### config.mk
export PLATFORM = sky130hd
export DESIGN_NAME = usb_ep_ctrl
export DESIGN_NICKNAME = d
export VERILOG_FILES = /design/src/rtl/usb_ep_pkg.sv /design/src/rtl/usb_ep_cmd_dec.sv /design/src/rtl/usb_ep_slot.sv /design/src/rtl/usb_ep_ctrl.sv
export SDC_FILE = /design/constraint.sdc
export NUM_CORES = 1
export LEC_CHECK = 0
export CAP_MARGIN = 30
export CORE_MARGIN = 3
export CORE_UTILIZATION = 40
export DETAILED_ROUTE_END_ITERATION = 6
export DONT_BUFFER_PORTS = 1
export GPL_TIMING_DRIVEN = 0
export PLACE_DENSITY = 0.56
export SYNTH_ARGS = -nofsm -noshare
export SYNTH_HDL_FRONTEND = slang
export SYNTH_SLANG_ARGS = --single-unit
### constraint.sdc
create_clock -name clk -period 4.7 [get_ports clk]
set_input_delay 0.47 -clock clk [delete_from_list [all_inputs] [get_ports clk]]
set_output_delay 0.47 -clock clk [all_outputs]
set_load 0.01 [all_outputs]
### src/rtl/usb_ep_pkg.sv
package usb_ep_pkg;

    // Status byte, MSB first; the bit order is fixed by the CPU view.
    typedef struct packed {
        logic halted;     // bit 7
        logic full_b;     // bit 6  secondary half full
        logic full_a;     // bit 5  primary half full
        logic next_pid;   // bit 4  0 = DATA0, 1 = DATA1
        logic setup_ovw;  // bit 3
        logic setup_here; // bit 2
        logic cpu_sel;    // bit 1  0 = primary, 1 = secondary
        logic spare;      // bit 0  always 0
    } ep_stat_t;

    typedef enum logic [1:0] {
        OP_NONE,
        OP_HALT,
        OP_RESUME,
        OP_ARM
    } ep_op_e;

    localparam logic [3:0] GRP_HALT   = 4'h4;
    localparam logic [3:0] GRP_ARM    = 4'h6;
    localparam logic [3:0] GRP_RESUME = 4'h8;

    function automatic ep_op_e decode_op(input logic [7:0] code);
        ep_op_e op;
        case (code[7:4])
            GRP_HALT:   op = OP_HALT;
            GRP_RESUME: op = OP_RESUME;
            GRP_ARM:    op = (code[3:0] != 4'h0) ? OP_ARM : OP_NONE;
            default:    op = OP_NONE;
        endcase
        return op;
    endfunction

    // Restart: everything cleared except the overwrite flag, which has its own rule.
    function automatic ep_stat_t restart(input ep_stat_t s);
        ep_stat_t r;
        r = '0;
        r.setup_ovw = s.setup_ovw;
        return r;
    endfunction

    function automatic logic half_full(input ep_stat_t s, input logic sel);
        return sel ? s.full_b : s.full_a;
    endfunction

endpackage

### src/rtl/usb_ep_cmd_dec.sv
module usb_ep_cmd_dec
    import usb_ep_pkg::*;
#(
    parameter int NUM_EP = 16
) (
    input  logic              cmd_valid,
    input  logic [7:0]        cmd_code,
    output logic [NUM_EP-1:0] halt_vec,
    output logic [NUM_EP-1:0] resume_vec,
    output logic [NUM_EP-1:0] arm_vec
);

    ep_op_e op;
    assign op = cmd_valid ? decode_op(cmd_code) : OP_NONE;

    for (genvar i = 0; i < NUM_EP; i++) begin : g_sel
        logic hit;
        assign hit           = (cmd_code[3:0] == 4'(i));
        assign halt_vec[i]   = hit && (op == OP_HALT);
        assign resume_vec[i] = hit && (op == OP_RESUME);
        assign arm_vec[i]    = hit && (op == OP_ARM);
    end

endmodule

### src/rtl/usb_ep_slot.sv
module usb_ep_slot
    import usb_ep_pkg::*;
#(
    parameter bit IS_DOUBLE   = 1'b0,
    parameter bit IS_CONTROL  = 1'b0,
    parameter bit IS_SETUP_EP = 1'b0
) (
    input  logic     clk,
    input  logic     rst,
    input  logic     halt,
    input  logic     resume,
    input  logic     arm,
    input  logic     setup_tok,
    input  logic     setup_done,
    input  logic     in_ack,
    input  logic     out_rx,
    input  logic     rd_clr,
    output ep_stat_t stat
);

    ep_stat_t cur, nxt;
    logic     usb_sel, usb_nxt;

    always_comb begin
        nxt     = cur;
        usb_nxt = usb_sel;

        // USB side: packet traffic on the half the USB pointer names
        if (in_ack && !cur.halted && half_full(cur, usb_sel)) begin
            if (usb_sel) nxt.full_b = 1'b0;
            else         nxt.full_a = 1'b0;
            nxt.next_pid = ~cur.next_pid;
            if (IS_DOUBLE) usb_nxt = ~usb_sel;
        end
        if (out_rx && !cur.halted && !half_full(cur, usb_sel)) begin
            if (usb_sel) nxt.full_b = 1'b1;
            else         nxt.full_a = 1'b1;
            nxt.next_pid = ~cur.next_pid;
            if (IS_DOUBLE) usb_nxt = ~usb_sel;
        end
        if (IS_SETUP_EP && setup_done) begin
            nxt.setup_here = 1'b1;
            nxt.full_a     = 1'b1;
        end
        if (IS_CONTROL && setup_tok) begin
            nxt     = restart(nxt);
            usb_nxt = 1'b0;
        end

        // CPU side commands
        if (halt) begin
            nxt.halted = 1'b1;
            if (IS_SETUP_EP) nxt.setup_here = 1'b0;
        end
        if (resume) begin
            nxt     = restart(nxt);
            usb_nxt = 1'b0;
        end
        if (arm) begin
            if (cur.cpu_sel) nxt.full_b = 1'b1;
            else             nxt.full_a = 1'b1;
            if (IS_DOUBLE) nxt.cpu_sel = ~cur.cpu_sel;
        end

        // Overwrite: clear-on-read loses to a simultaneous new overwrite
        if (IS_SETUP_EP)
            nxt.setup_ovw = (cur.setup_ovw & ~rd_clr) | (setup_tok & cur.setup_here);
        else
            nxt.setup_ovw = 1'b0;
        nxt.spare = 1'b0;
    end

    always_ff @(posedge clk) begin
        if (rst) begin
            cur     <= '0;
            usb_sel <= 1'b0;
        end else begin
            cur     <= nxt;
            usb_sel <= usb_nxt;
        end
    end

    assign stat = cur;

endmodule

### src/rtl/usb_ep_ctrl.sv
module usb_ep_ctrl
    import usb_ep_pkg::*;
#(
    parameter int              NUM_EP   = 16,
    parameter logic [NUM_EP-1:0] DBL_MASK = 16'hFFFC,
    localparam int             EP_W     = $clog2(NUM_EP)
) (
    input  logic            clk,
    input  logic            rst,
    input  logic            cmd_valid,
    input  logic [7:0]      cmd_code,
    input  logic            rd_en,
    input  logic [EP_W-1:0] rd_ep,
    output logic [7:0]      rd_data,
    input  logic            ev_setup,
    input  logic            ev_setup_done,
    input  logic            ev_in_ack,
    input  logic            ev_out_rx,
    input  logic [EP_W-1:0] ev_ep
);

    logic [NUM_EP-1:0]   halt_vec, resume_vec, arm_vec;
    ep_stat_t            stat_arr [NUM_EP];
    logic [NUM_EP*8-1:0] stat_flat;
    logic                setup_wip;

    usb_ep_cmd_dec #(.NUM_EP(NUM_EP)) u_dec (
        .cmd_valid  (cmd_valid),
        .cmd_code   (cmd_code),
        .halt_vec   (halt_vec),
        .resume_vec (resume_vec),
        .arm_vec    (arm_vec)
    );

    // Setup write in progress: from SETUP token until its data is stored
    always_ff @(posedge clk) begin
        if (rst)                setup_wip <= 1'b0;
        else if (ev_setup)      setup_wip <= 1'b1;
        else if (ev_setup_done) setup_wip <= 1'b0;
    end

    for (genvar i = 0; i < NUM_EP; i++) begin : g_ep
        logic sel_ev, sel_rd;
        assign sel_ev = (ev_ep == EP_W'(i));
        assign sel_rd = (rd_ep == EP_W'(i));

        usb_ep_slot #(
            .IS_DOUBLE   (DBL_MASK[i]),
            .IS_CONTROL  (i < 2),
            .IS_SETUP_EP (i == 0)
        ) u_slot (
            .clk        (clk),
            .rst        (rst),
            .halt       (halt_vec[i]),
            .resume     (resume_vec[i]),
            .arm        (arm_vec[i]),
            .setup_tok  (ev_setup),
            .setup_done (ev_setup_done),
            .in_ack     (ev_in_ack && sel_ev),
            .out_rx     (ev_out_rx && sel_ev),
            .rd_clr     (rd_en && sel_rd && !setup_wip),
            .stat       (stat_arr[i])
        );

        assign stat_flat[i*8 +: 8] = stat_arr[i];
    end

    assign rd_data = stat_arr[rd_ep];

endmodule

==> run metrics <==
wire length of the first global-routing pass=31900 um; Cells after Synth=~660; Period minus WS final=2.47 ns; Setup Slack @ Placement=about 2.3 ns; largest family of logic cells by synthesized area=simple AND/OR/NAND/NOR gates; run status=finished, final reports clean; Initial Util=approximately 41%; Total Wirelength=21000 um; total congestion overflow=0; Boundary Pins=32; Post-Synth XOR/XNOR Area=0.301%; flop-to-flop setup slack=2.90 ns; number of flops mapped to enable cells by yosys=0; biggest area consumer among synthesized cells=dfxtp_1; post-cts resize count=0; number of library cell types mapped by synthesis=77; All-Layer GR Usage=25.9%; Post-DP HPWL=15000 um; number of clock sinks=93; Max H-tree Level=3; post-layout utilization of the core=45.3%; minimum hold slack=around 0.23 ns; Reg2Reg Launch Point=g_ep[4].u_slot.stat[7]$_SDFFE_PP0P_; Worst setup endpoint=rd_data[4]; total vias in the final route=5725; buffer cell driving the clock tree root=clkbuf_16; area fraction in compound gates after synthesis=23.5%; slew at the pin with the worst max-slew slack=between 0.8 and 0.9 ns; largest buffer count on any clock path=2; Core Region=roughly 14000 um^2; Seq/Total Area, Yosys=32.0%; element type at the critical path end=output pin; cell area after technology mapping=5820 um^2; fraction of final layout cells sized beyond drive strength 1=14.1%; type of the worst setup path=in2out; kind of launch point of the worst setup path=input port; YS warnings=0; Placement Rows=43; CTS tree=built; most instantiated flip-flop cell in the synthesis netlist=dfxtp_1; Clock Skew=0.00776 ns; Post-Route Setup TNS=0 ns; Critical R2R Capture=g_ep[4].u_slot.stat[5]$_SDFF_PP0_; maximum vdd ir drop=~0.19 mV; placer's final routability congestion estimate=about 0.95; synth cell count leaders=93 x dfxtp_1, 45 x a21oi_1, 44 x nor2_1; total clock buffers created by CTS=9; kind of path behind the tightest hold check=in2reg; vias in the first global route=around 5400; Routed WL per cell=24.7 um; number of antenna violations at the first check in global routing=0; simple-gate share of the synthesized area=26.8%; area share of fa/ha/maj cells after synthesis=0%; number of buffers inserted by post-CTS setup repair=0; start point of the critical path=rd_ep[1]; width of the chip=around 130 um; total of hold buffers inserted after clock tree synthesis=0; maximum capacitance violations=0; ANT cells=0; input/output buffers=0; DRC violation total after the first TritonRoute iteration=639; drt drc=0; ratio of final minimum period to clock period=52.5%; proportion of synthesized area in mux cells=roughly 13%; number of filler cells placed in the layout=1344; setup repair after global routing missed its margin=false; leakage power summed over all cells=1.97 nW; pin count of the biggest net entering global routing=15; number of synthesized register bits=93; worst rel slew slack=41.2%; worst-case reg-to-reg path depth=4; count of antenna-violating nets left after detailed routing=0; pwr dens=284 nW/um^2; post-layout worst setup margin=2.23 ns; synthesized area per cell=8.88 um^2; maximum fanout encountered on the critical timing path=10; Syn-to-layout area delta=9.29%; data arrival at the endpoint of the critical path=2.00 ns; count leader, synth=dfxtp_1; Initial DRT Pass Iterations=5; final setup vio count=0; clock transition time at the flip-flop clock pins of the worst setup and hold paths=0.06 ns; average vias per placed instance=between 6 and 7; f_max=405 MHz; worst path required time=4.23 ns; area fraction of the dominant cell type after synthesis=32.0%; share of synthesized registers carrying an async set or reset=0%; worst-skew pair later-pin latency=about 0.36 ns; Final Hold Viols=0; net total in the final layout=691; area of the die=16000 um^2; die height=~130 um; final count of pins violating max slew=0; top post-synthesis cells by area=dfxtp_1 32%, mux4_2 7.0%, mux2i_1 4.8%; Mapped Nets=679
==> state kept, by name (all words and copies together) (netlist names) <==
register and flops:
g_ep.u_slot.stat 78, g_ep.u_slot.usb_sel 14, setup_wip 1
==> per-layer routing <==
metal | up-vias | track usage, % | wire (um)
met5 | - | 0 | 0
met4 | 0 | 15.1 | 1140
met3 | 78 | 5.60 | 1810
met2 | 312 | 40.1 | 9410
met1 | 2727 | 33.4 | 8680
li1 | 2608 | - | -
==> layout make-up <==
type	count	area, um^2	share of cell area [%]
multi-input cells	503	3680	57.9
well taps	180	225	3.54
flip-flops and latches	93	1860	29.3
plain buffers	45	223	3.50
inverters	14	52.6	0.826
clock inverters	5	75.1	1.18
clock buffers	11	233	3.66
repair buffers	1	7.51	0.118
==> worst min-delay path by stage <==
stage | from | to | cells past startpoint
floorplan | g_ep[13].u_slot.stat[1]$_SDFFE_PP0P_ | g_ep[13].u_slot.stat[5]$_SDFF_PP0_ | 1
global placement | setup_wip$_SDFFE_PP0P_ | setup_wip$_SDFFE_PP0P_ | 2
detailed placement | setup_wip$_SDFFE_PP0P_ | setup_wip$_SDFFE_PP0P_ | 2
CTS | ev_setup | setup_wip$_SDFFE_PP0P_ | 2
global route | ev_setup | setup_wip$_SDFFE_PP0P_ | 2
finish | ev_setup | setup_wip$_SDFFE_PP0P_ | 2
==> report_power, final <==
part	total, W	internal (W)	switching [W]
Clock	0.000796	0.000464	0.000332
Sequential	0.000810	0.000799	0.0000115
Combinational	0.000201	0.0000622	0.000139
==> per-stage QoR <==
step / instances / power, W / cell area, um^2
finish: 852 / 0.00181 / 6360
global route: 852 / 0.00186 / 6360
CTS: 852 / 0.00181 / 6360
detailed placement: 836 / 0.00102 / 6050
global placement: 835 / 0.00102 / 6040
floorplan: 655 / 0.000958 / 5820
==> kinds of logic after synthesis <==
logic type	count (synthesis)
xor+xnor	2
compound gates	184
mux	50
flops	93
buf+inv	59
other cells	1
simple gates	266
==> cell usage in the layout, fill, tap and decap left out, types with 17 or more instances in the layout <==
master / n
nor2_1: 44
or3_1: 17
mux4_2: 18
nand2_1: 27
clkbuf_1: 25
a21oi_1: 45
nand3_1: 27
nor4_1: 27
nor3_1: 32
mux2i_1: 28
dfxtp_1: 93
==> worst max-delay path, cell delays in order <==
cell,delay [ns]
buf_2,0.28
buf_2,0.40
mux4_2,0.42
a22oi_1,0.21
nand3_1,0.21
(Power assumes the default switching activity.)
